`config.mk`:
```
export PLATFORM = sky130hd
export DESIGN_NAME = mon_tx_regs
export DESIGN_NICKNAME = d
export VERILOG_FILES = /design/src/rtl/mon_tx_pkg.sv /design/src/rtl/mon_tx_port.sv /design/src/rtl/mon_rx_port.sv /design/src/rtl/mon_tx_regs.sv
export SDC_FILE = /design/constraint.sdc
export NUM_CORES = 1
export LEC_CHECK = 0
export BUFFER_PORTS_ARGS = -buffer_cell sky130_fd_sc_hd__buf_4
export CAP_MARGIN = 20
export CORE_UTILIZATION = 57
export DETAILED_ROUTE_END_ITERATION = 6
export PLACE_DENSITY_LB_ADDON = 0.12
export SYNTH_ARGS = -nofsm -noshare
export SYNTH_HDL_FRONTEND = slang
export SYNTH_SLANG_ARGS = --single-unit
```
`constraint.sdc`:
```
create_clock -name clk -period 2.9 [get_ports clk]
set_input_delay 0.145 -clock clk [delete_from_list [all_inputs] [get_ports clk]]
set_output_delay 0.145 -clock clk [all_outputs]
set_load 0.02 [all_outputs]
```
`src/rtl/mon_tx_pkg.sv`:
```
package mon_tx_pkg;
  localparam int REG_W   = 16;
  localparam int BYTE_W  = 8;
  localparam int RDY_BIT = 8;
  localparam int LST_BIT = 9;
  localparam logic [BYTE_W-1:0] EOM_FILL = 8'hFF;

  typedef struct packed {
    logic              last;
    logic              ready;
    logic [BYTE_W-1:0] data;
  } txreg_t;

  typedef enum logic [2:0] {
    SEL_NONE,
    SEL_TX,
    SEL_RX,
    SEL_EN,
    SEL_STAT
  } sel_e;
endpackage

```
`src/rtl/mon_tx_port.sv`:
```
module mon_tx_port
  import mon_tx_pkg::*;
(
  input  logic               clk,
  input  logic               rst,
  input  logic               sw_rst,
  input  logic               wr_en,
  input  logic [LST_BIT:0]   wdata,
  input  logic               ack,
  input  logic               clr_done,
  output txreg_t             regs,
  output logic               done,
  output logic               req,
  output logic               eom,
  output logic [BYTE_W-1:0]  byte_out
);
  logic ack_hit;
  assign ack_hit = ack && regs.ready;

  always_ff @(posedge clk) begin
    if (rst || sw_rst) begin
      regs <= '0;
    end else begin
      if (ack_hit) begin
        regs.ready <= 1'b0;
        regs.last  <= 1'b0;
      end
      if (wr_en) begin
        regs.data <= wdata[BYTE_W-1:0];
        if (!regs.ready) begin
          regs.ready <= wdata[RDY_BIT];
          regs.last  <= wdata[LST_BIT];
        end
      end
    end
  end

  always_ff @(posedge clk) begin
    if (rst)           done <= 1'b0;
    else if (ack_hit)  done <= 1'b1;
    else if (clr_done) done <= 1'b0;
  end

  assign req      = regs.ready;
  assign eom      = regs.ready && regs.last;
  assign byte_out = eom ? EOM_FILL : regs.data;
endmodule

```
`src/rtl/mon_rx_port.sv`:
```
module mon_rx_port
  import mon_tx_pkg::*;
(
  input  logic              clk,
  input  logic              rst,
  input  logic              valid,
  input  logic [BYTE_W-1:0] din,
  input  logic              rd_clr,
  output logic              change,
  output logic [BYTE_W-1:0] rx_byte
);
  always_ff @(posedge clk) begin
    if (rst) begin
      change  <= 1'b0;
      rx_byte <= '0;
    end else if (valid) begin
      change  <= 1'b1;
      rx_byte <= din;
    end else if (rd_clr) begin
      change  <= 1'b0;
    end
  end
endmodule

```
`src/rtl/mon_tx_regs.sv`:
```
module mon_tx_regs
  import mon_tx_pkg::*;
#(
  parameter  int NPORTS = 4,
  localparam int ADDR_W = $clog2(4 * NPORTS + 4)
) (
  input  logic                       clk,
  input  logic                       rst,
  input  logic                       sw_rst,
  input  logic                       cpu_wr,
  input  logic                       cpu_rd,
  input  logic [ADDR_W-1:0]          cpu_addr,
  input  logic [REG_W-1:0]           cpu_wdata,
  output logic [REG_W-1:0]           cpu_rdata,
  output logic [NPORTS-1:0]          tx_req,
  output logic [NPORTS-1:0]          tx_eom,
  output logic [NPORTS*BYTE_W-1:0]   tx_data,
  input  logic [NPORTS-1:0]          tx_ack,
  input  logic [NPORTS-1:0]          rx_valid,
  input  logic [NPORTS*BYTE_W-1:0]   rx_data,
  output logic [NPORTS-1:0]          irq_tx,
  output logic [NPORTS-1:0]          irq_rx
);
  localparam int WIDX_W = ADDR_W - 1;
  localparam int PSEL_W = (NPORTS > 1) ? $clog2(NPORTS) : 1;

  // address decode: word index -> region and port
  logic [WIDX_W-1:0] widx, rel;
  logic [PSEL_W-1:0] port;
  sel_e              sel;

  assign widx = cpu_addr[ADDR_W-1:1];

  always_comb begin
    sel  = SEL_NONE;
    rel  = widx;
    if (cpu_addr[0]) begin
      sel = SEL_NONE;
    end else if (widx < WIDX_W'(NPORTS)) begin
      sel = SEL_TX;
    end else if (widx < WIDX_W'(2 * NPORTS)) begin
      sel = SEL_RX;
      rel = widx - WIDX_W'(NPORTS);
    end else if (widx == WIDX_W'(2 * NPORTS)) begin
      sel = SEL_EN;
    end else if (widx == WIDX_W'(2 * NPORTS + 1)) begin
      sel = SEL_STAT;
    end
    port = rel[PSEL_W-1:0];
  end

  // per-port state
  txreg_t              tx_regs [NPORTS];
  logic [NPORTS-1:0]   tx_done, rx_chg;
  logic [BYTE_W-1:0]   rx_bytes [NPORTS];
  logic [NPORTS-1:0]   tx_wr, clr_done, rd_clr;
  logic [2*NPORTS-1:0] irq_en;

  for (genvar i = 0; i < NPORTS; i++) begin : g_port
    assign tx_wr[i]    = cpu_wr && (sel == SEL_TX) && (port == PSEL_W'(i));
    assign clr_done[i] = cpu_wr && (sel == SEL_STAT) && cpu_wdata[i];
    assign rd_clr[i]   = cpu_rd && (sel == SEL_RX) && (port == PSEL_W'(i));

    mon_tx_port u_tx (
      .clk      (clk),
      .rst      (rst),
      .sw_rst   (sw_rst),
      .wr_en    (tx_wr[i]),
      .wdata    (cpu_wdata[LST_BIT:0]),
      .ack      (tx_ack[i]),
      .clr_done (clr_done[i]),
      .regs     (tx_regs[i]),
      .done     (tx_done[i]),
      .req      (tx_req[i]),
      .eom      (tx_eom[i]),
      .byte_out (tx_data[i*BYTE_W +: BYTE_W])
    );

    mon_rx_port u_rx (
      .clk     (clk),
      .rst     (rst),
      .valid   (rx_valid[i]),
      .din     (rx_data[i*BYTE_W +: BYTE_W]),
      .rd_clr  (rd_clr[i]),
      .change  (rx_chg[i]),
      .rx_byte (rx_bytes[i])
    );
  end

  // interrupt enables and registered interrupt lines
  always_ff @(posedge clk) begin
    if (rst) begin
      irq_en <= '0;
    end else if (cpu_wr && sel == SEL_EN) begin
      irq_en <= cpu_wdata[2*NPORTS-1:0];
    end
  end

  always_ff @(posedge clk) begin
    if (rst) begin
      irq_tx <= '0;
      irq_rx <= '0;
    end else begin
      irq_tx <= tx_done & irq_en[NPORTS-1:0];
      irq_rx <= rx_chg & irq_en[2*NPORTS-1:NPORTS];
    end
  end

  // registered read path
  logic [REG_W-1:0] rd_next;

  always_comb begin
    unique case (sel)
      SEL_TX:   rd_next = REG_W'(tx_regs[port]);
      SEL_RX:   rd_next = REG_W'({rx_chg[port], rx_bytes[port]});
      SEL_EN:   rd_next = REG_W'(irq_en);
      SEL_STAT: rd_next = REG_W'(tx_done);
      default:  rd_next = '0;
    endcase
  end

  always_ff @(posedge clk) begin
    if (rst)         cpu_rdata <= '0;
    else if (cpu_rd) cpu_rdata <= rd_next;
  end

  logic unused_wdata_hi;
  assign unused_wdata_hi = &{1'b0, cpu_wdata[REG_W-1:LST_BIT+1]};
endmodule

```
Word level (Yosys, flattened, before mapping)
Index checks and enable logic that the tools add are counted.
Word-level totals
  register bits: 112
  input port bits: 66
  output and inout port bits: 64
  word-level logic and storage cells: 128
Cells by class
  add/sub/neg operators: 1
  order comparisons: 4
  equal/unequal tests: 9
  muxes and demuxes: 49
  bitwise gates (word level): 3
  reduce and logical (&&, ||, !) cells: 34
Operator list (number)
  10-bit 2-to-1 mux: 6
  8-bit 2-to-1 mux: 6
  10-bit case mux with 4 select lines: 1
  1-bit logical AND: 24
  2-bit 2-to-1 mux: 11
  10-bit binary-select mux with 2-bit select: 1
  1-bit 2-to-1 mux: 17
  8-bit binary-select mux with 2-bit select: 1
  2-bit nonzero test: 8
  3-bit 2-to-1 mux: 5
  4-bit AND: 2
  4-bit equality test, second input constant: 2
  3-bit by 2-bit equality test with 1-bit output, second input constant: 2
  2-bit equality test, second input constant: 2
  4-bit by 3-bit less-than comparator with 1-bit output, second input constant: 1
  4-bit less-than comparator, second input constant: 1
  3-bit by 1-bit equality test with 1-bit output, second input constant: 1
  3-bit equality test, second input constant: 1
  3-bit greater-or-equal comparator, second input constant: 1
  2-bit by 3-bit less-than comparator with 1-bit output, second input constant: 1
  2-bit NOT with 3-bit output: 1
  1-bit binary-select mux with 2-bit select: 1
  2-bit by 1-bit equality test with 1-bit output, second input constant: 1
  2-bit logical NOT: 1
  2 further kinds: 2

Longest topological paths before layout
  depth in word-level cells: 11
  gate-level depth with buffers: 7
  mapped depth without buffers: 4

Cells and area by module
A second synthesis with hierarchy kept.
Second synthesis, totals
  cell total of the unflattened synthesis: 514
  area total of the unflattened synthesis: 4966.0 sq um
By module, submodules not included
  mon_tx_port: instances 4, cells each 51, area each 493.0 sq um, seq. area each 220.2 sq um
  mon_tx_regs: instances 1, cells each 190, area each 1707.9 sq um, seq. area each 520.5 sq um
  mon_rx_port: instances 4, cells each 30, area each 321.6 sq um, seq. area each 180.2 sq um

Worst setup path before layout
Ideal clock, no wire load.
  kind: input -> register
  start point: input cpu_addr[2]
  end point: register cpu_rdata[9]
  setup time: 0.132 ns
  arrival time: 1.389 ns
  required time: 2.768 ns
  slack: 1.379 ns
  stages on the path: 6
  path buffers: 3
  path through: buf_2 -> buf_4 -> buf_2 -> mux4_2 -> nand3_1 -> a21oi_1
Between the ends
  word-level cells in the longest chain between the ends: 9
  elaborated cells on any way between the ends: 22
  classes of those cells: 1 x add/sub; 2 x order compare; 6 x eq/ne; 12 x mux; 1 x bitwise
RTL lines
  start, declared: line mon_tx_regs.sv:12  | input logic [ADDR_W-1:0] cpu_addr,
  4-bit less-than comparator / 2-bit by 1-bit subtractor with 2-bit output (equally long branches): line mon_tx_regs.sv:41, mon_tx_regs.sv:43
  2-bit 2-to-1 mux: line mon_tx_regs.sv:41  | end else if (widx < WIDX_W'(2 * NPORTS)) begin
  2-bit 2-to-1 mux: line mon_tx_regs.sv:39  | end else if (widx < WIDX_W'(NPORTS)) begin
  2-bit 2-to-1 mux: line mon_tx_regs.sv:37  | if (cpu_addr[0]) begin
  2-bit NOT with 3-bit output (not written as such): line mon_tx_regs.sv:114  | SEL_TX: rd_next = REG_W'(tx_regs[port]);
  10-bit binary-select mux with 2-bit select: line mon_tx_regs.sv:114
  10-bit 2-to-1 mux (not written as such) (2 in series): line mon_tx_regs.sv:114
  10-bit case mux with 4 select lines *: line mon_tx_regs.sv:113  | unique case (sel)
  end signal, assigned: line mon_tx_regs.sv:124  | else if (cpu_rd) cpu_rdata <= rd_next;
  end, declared: line mon_tx_regs.sv:14  | output logic [REG_W-1:0] cpu_rdata,
Every way passes the cells marked *; elsewhere a longest branch is shown, timed or not. The select of a mux whose other input is x is not followed.
A chain may end at the register's enable or synchronous reset.

Final worst setup path
  start point: register g_port[2].u_tx.regs (netlist bit g_port[2].u_tx.req)
  end point: output tx_data[16]
Between the ends
  word-level cells in the longest chain between the ends: 2
RTL lines
  start, declared: line mon_tx_port.sv:11  | output txreg_t regs,
  1-bit logical AND: line mon_tx_port.sv:45  | assign eom = regs.ready && regs.last;
  8-bit 2-to-1 mux: line mon_tx_port.sv:46  | assign byte_out = eom ? EOM_FILL : regs.data;
  end, declared: line mon_tx_regs.sv:17  | output logic [NPORTS*BYTE_W-1:0] tx_data,
No other way between the ends.

==> results.yml <==
routing:
  vias: 4329
  drt_iter0_markers: 332
  post_drt_wl_per_cell_um: 17.0
  drt-total-wl_um: 12800
  drcViolationCount: 0
  ant_nets: 0
  viasPerCell: 5.76
  dr.pass1.iters: 5
layout:
  drive_gt1_share_pct: 24.1
  n_antenna_cell: 0
  final_common_cell: "buf_4"
  fin_nets: 708
  layout.cells.most_common_list: "buf_4 (121), dfxtp_1 (106), nand2_1 (80)"
  fillers: 662
  stdcell_area_mm2: 0.00590
  syn_to_final_growth_pct: 22.7
  multiInputGateArea_mm2: 0.00240
  final-seq-area_mm2: 0.00212
synthesis:
  syn_area_mm2: 0.00481
  synth_cells: 550
  synth-seq-area-share_pct: 44.1
  ys.flop_type: "dfxtp_1"
  async_flop_share_pct: 0
  synth_top_area_share_pct: 44.1
  ys_warn_count: 0
  yosys.area.top_type: "dfxtp_1"
  synth_edf_count: 0
  syn_avg_cell_area_um2: 8.74
  ys_types: 39
  synth-seq-cells: 106
  synth.area.top_cells: "dfxtp_1 (44%), mux2i_1 (9.8%), nand2_1 (6.2%), a21oi_1 (6.0%), mux4_2 (5.6%)"
placed_design:
  io_buffers: 117
  placed_area_mm2: 0.00560
  dp_slack_ns: 0.954
  dp_hpwl_um: 9040
  routabilityCongestion: 0.893
critical_path:
  critPathBufInv: 1
  critPathMaxStageDelay_ns: 0.48
  r2r_slack_ns: 1.41
  path_cells: "nand2_1 -> nand2b_1 -> buf_4"
  crit_type: "reg2out"
  r2r_cells: 3
  crit_arrival_ns: 1.51
  required_ns: 2.76
  cp_top_family: "simple AND/OR/NAND/NOR gates"
  crit_slowest_cell: "dfxtp_1"
  start_kind: "flop"
  crit_path_max_fanout: 9
  worst-path-stages: 3
  end_kind: "primary output"
min_path:
  hold_depth: 3
  hold_path.class: "in2reg"
timing:
  skew_ns: 0.0121
  min_period_over_period_pct: 57.1
  holdWs_ns: -0.000280
  relSlewSlack_pct: 56.5
  rsz0062_at_grt: "false"
  hold_violations: 2
  fin_setup_tns_ns: 0
  worst_slew_pin_slew_ns: 0.652
  max_freq_ghz: 0.604
  period_minus_slack_ns: 1.65
  setup_viol: 0
  setup_ws_ns: 1.25
  drv_slew: 0
power_and_ir_drop:
  power.internal_uw: 2210
  power_switching_uw: 681
  clock_power_share_pct: 38.3
  irDropWorstVdd_uv: 278
  power_frac_seq_pct: 52.1
  power_frac_comb_pct: 9.6
  leakagePower_uw: 0.00254
  powerDensity_mw_per_mm2: 491
  p_sw_share_pct: 23.5
global_routing:
  antenna_found_initial: 0
  grt_pass1_vias: 4125
  overflow: 0
  grt_max_degree: 66
  grt_usage_pct: 30.4
  grt_pass1_wl_um: 20200
clock_tree:
  insertion_delay_ns: 0.38
  postCtsResizedCells: 0
  numCtsBuffers: 9
  h-tree-depth: 3
  cts_tree: "yes"
  cts.reportedPaths.clkPinSlew_ns: 0.10
  clockRootBuffer: "clkbuf_8"
  clock-sinks: 106
  clk_path_buf_depth: 2
run_status:
  status: "complete, but fails checks"
  violations: "negative hold slack"
die:
  start_util_pct: 58.8
  core_area_mm2: 0.00818
  fp-row-count: 33
  die_w_um: 93.8
  fp.dieH_um: 93.8
  design.die.area_mm2: 0.00881
  pin_count: 130
run:
  cap_violations: 0
## final timing paths
path / start / end
setup / recovery: g_port[2].u_tx.req / tx_data[16]
setup reg to reg: g_port[1].u_rx.rx_byte[6] / cpu_rdata[6]
hold / removal: rx_data[16] / g_port[2].u_rx.rx_byte[0]
hold reg to reg: g_port[0].u_rx.change / irq_rx[0]
## cells in the mapped netlist (all sizes together) (6+ instances only)
library cell	instances
mux4	12
o21ai	17
a221oi	6
nand3	21
inv	11
o22ai	11
nand2	81
a21oi	58
nor2b	7
nand2b	36
dfxtp	106
clkbuf	22
mux2i	47
buf	28
nor2	53
## power by group through the flow
stage               clock, µW  sequential, µW  combinational (µW)
global placement            0            1540                 265
detailed placement          0            1540                 270
CTS                      1110            1510                 275
floorplan                   0            1540                 166
finish                   1110            1510                 278
global route             1170            1510                 298
## final cells by class
type	count	area share, %
multi-input combinational	388	40.6
sequential	106	36.0
timing repair buffer	126	16.2
clock buffer	10	2.33
tap	105	2.23
clock inverter	6	1.89
inverter	11	0.700
## flip-flops by register name (all words and copies together), names as in the netlist
register	count
g_port.u_rx.change	4
irq_rx	4
g_port.u_tx.req	4
irq_en	8
g_port.u_rx.rx_byte	32
irq_tx	4
g_port.u_tx.done	4
g_port.u_tx.regs	36
cpu_rdata	10
## kinds of logic after synthesis
family / count (synthesis) / share of synthesized area [%]
muxes: 59 / 15.4
buffers and inverters: 61 / 6.35
AOI/OAI and AO/OA: 102 / 11.9
and+or+nand+nor: 221 / 22.2
other: 1 / 0.0780
DFF: 106 / 44.1
## routing by layer
metal | vias to the layer above | part of all wire (%) | track usage (%)
li1 | 2049 | - | -
met1 | 2018 | 41 | 39.8
met2 | 236 | 48 | 50.1
met3 | 26 | 8.8 | 5.18
met4 | 0 | 2.2 | 11.7
met5 | - | 0 | 0
## metrics by stage
| stage | total power, µW | util [%] | instances |
|---|---|---|---|
| after global placement | 1800 | 68.5 | 731 |
| after global routing | 2980 | 72.2 | 752 |
| after detailed placement | 1810 | 68.5 | 731 |
| after floorplan | 1700 | - | 555 |
| after CTS | 2890 | 72.1 | 751 |
| final | 2890 | 72.2 | 752 |
## repair_timing
| action | CTS | global route |
|---|---|---|
| endpoints found under the setup margin | 0 | 0 |
| hold endpoints to repair | 4 | 1 |
| hold buffers | 4 | 1 |
| setup buffers | 0 | 0 |
## worst min-delay path, cell delays in order
cell     delay [ns]
buf_4          0.08
mux2i_1        0.06
nor2_1         0.07
No activity file was read; power rests on OpenSTA's default activity.
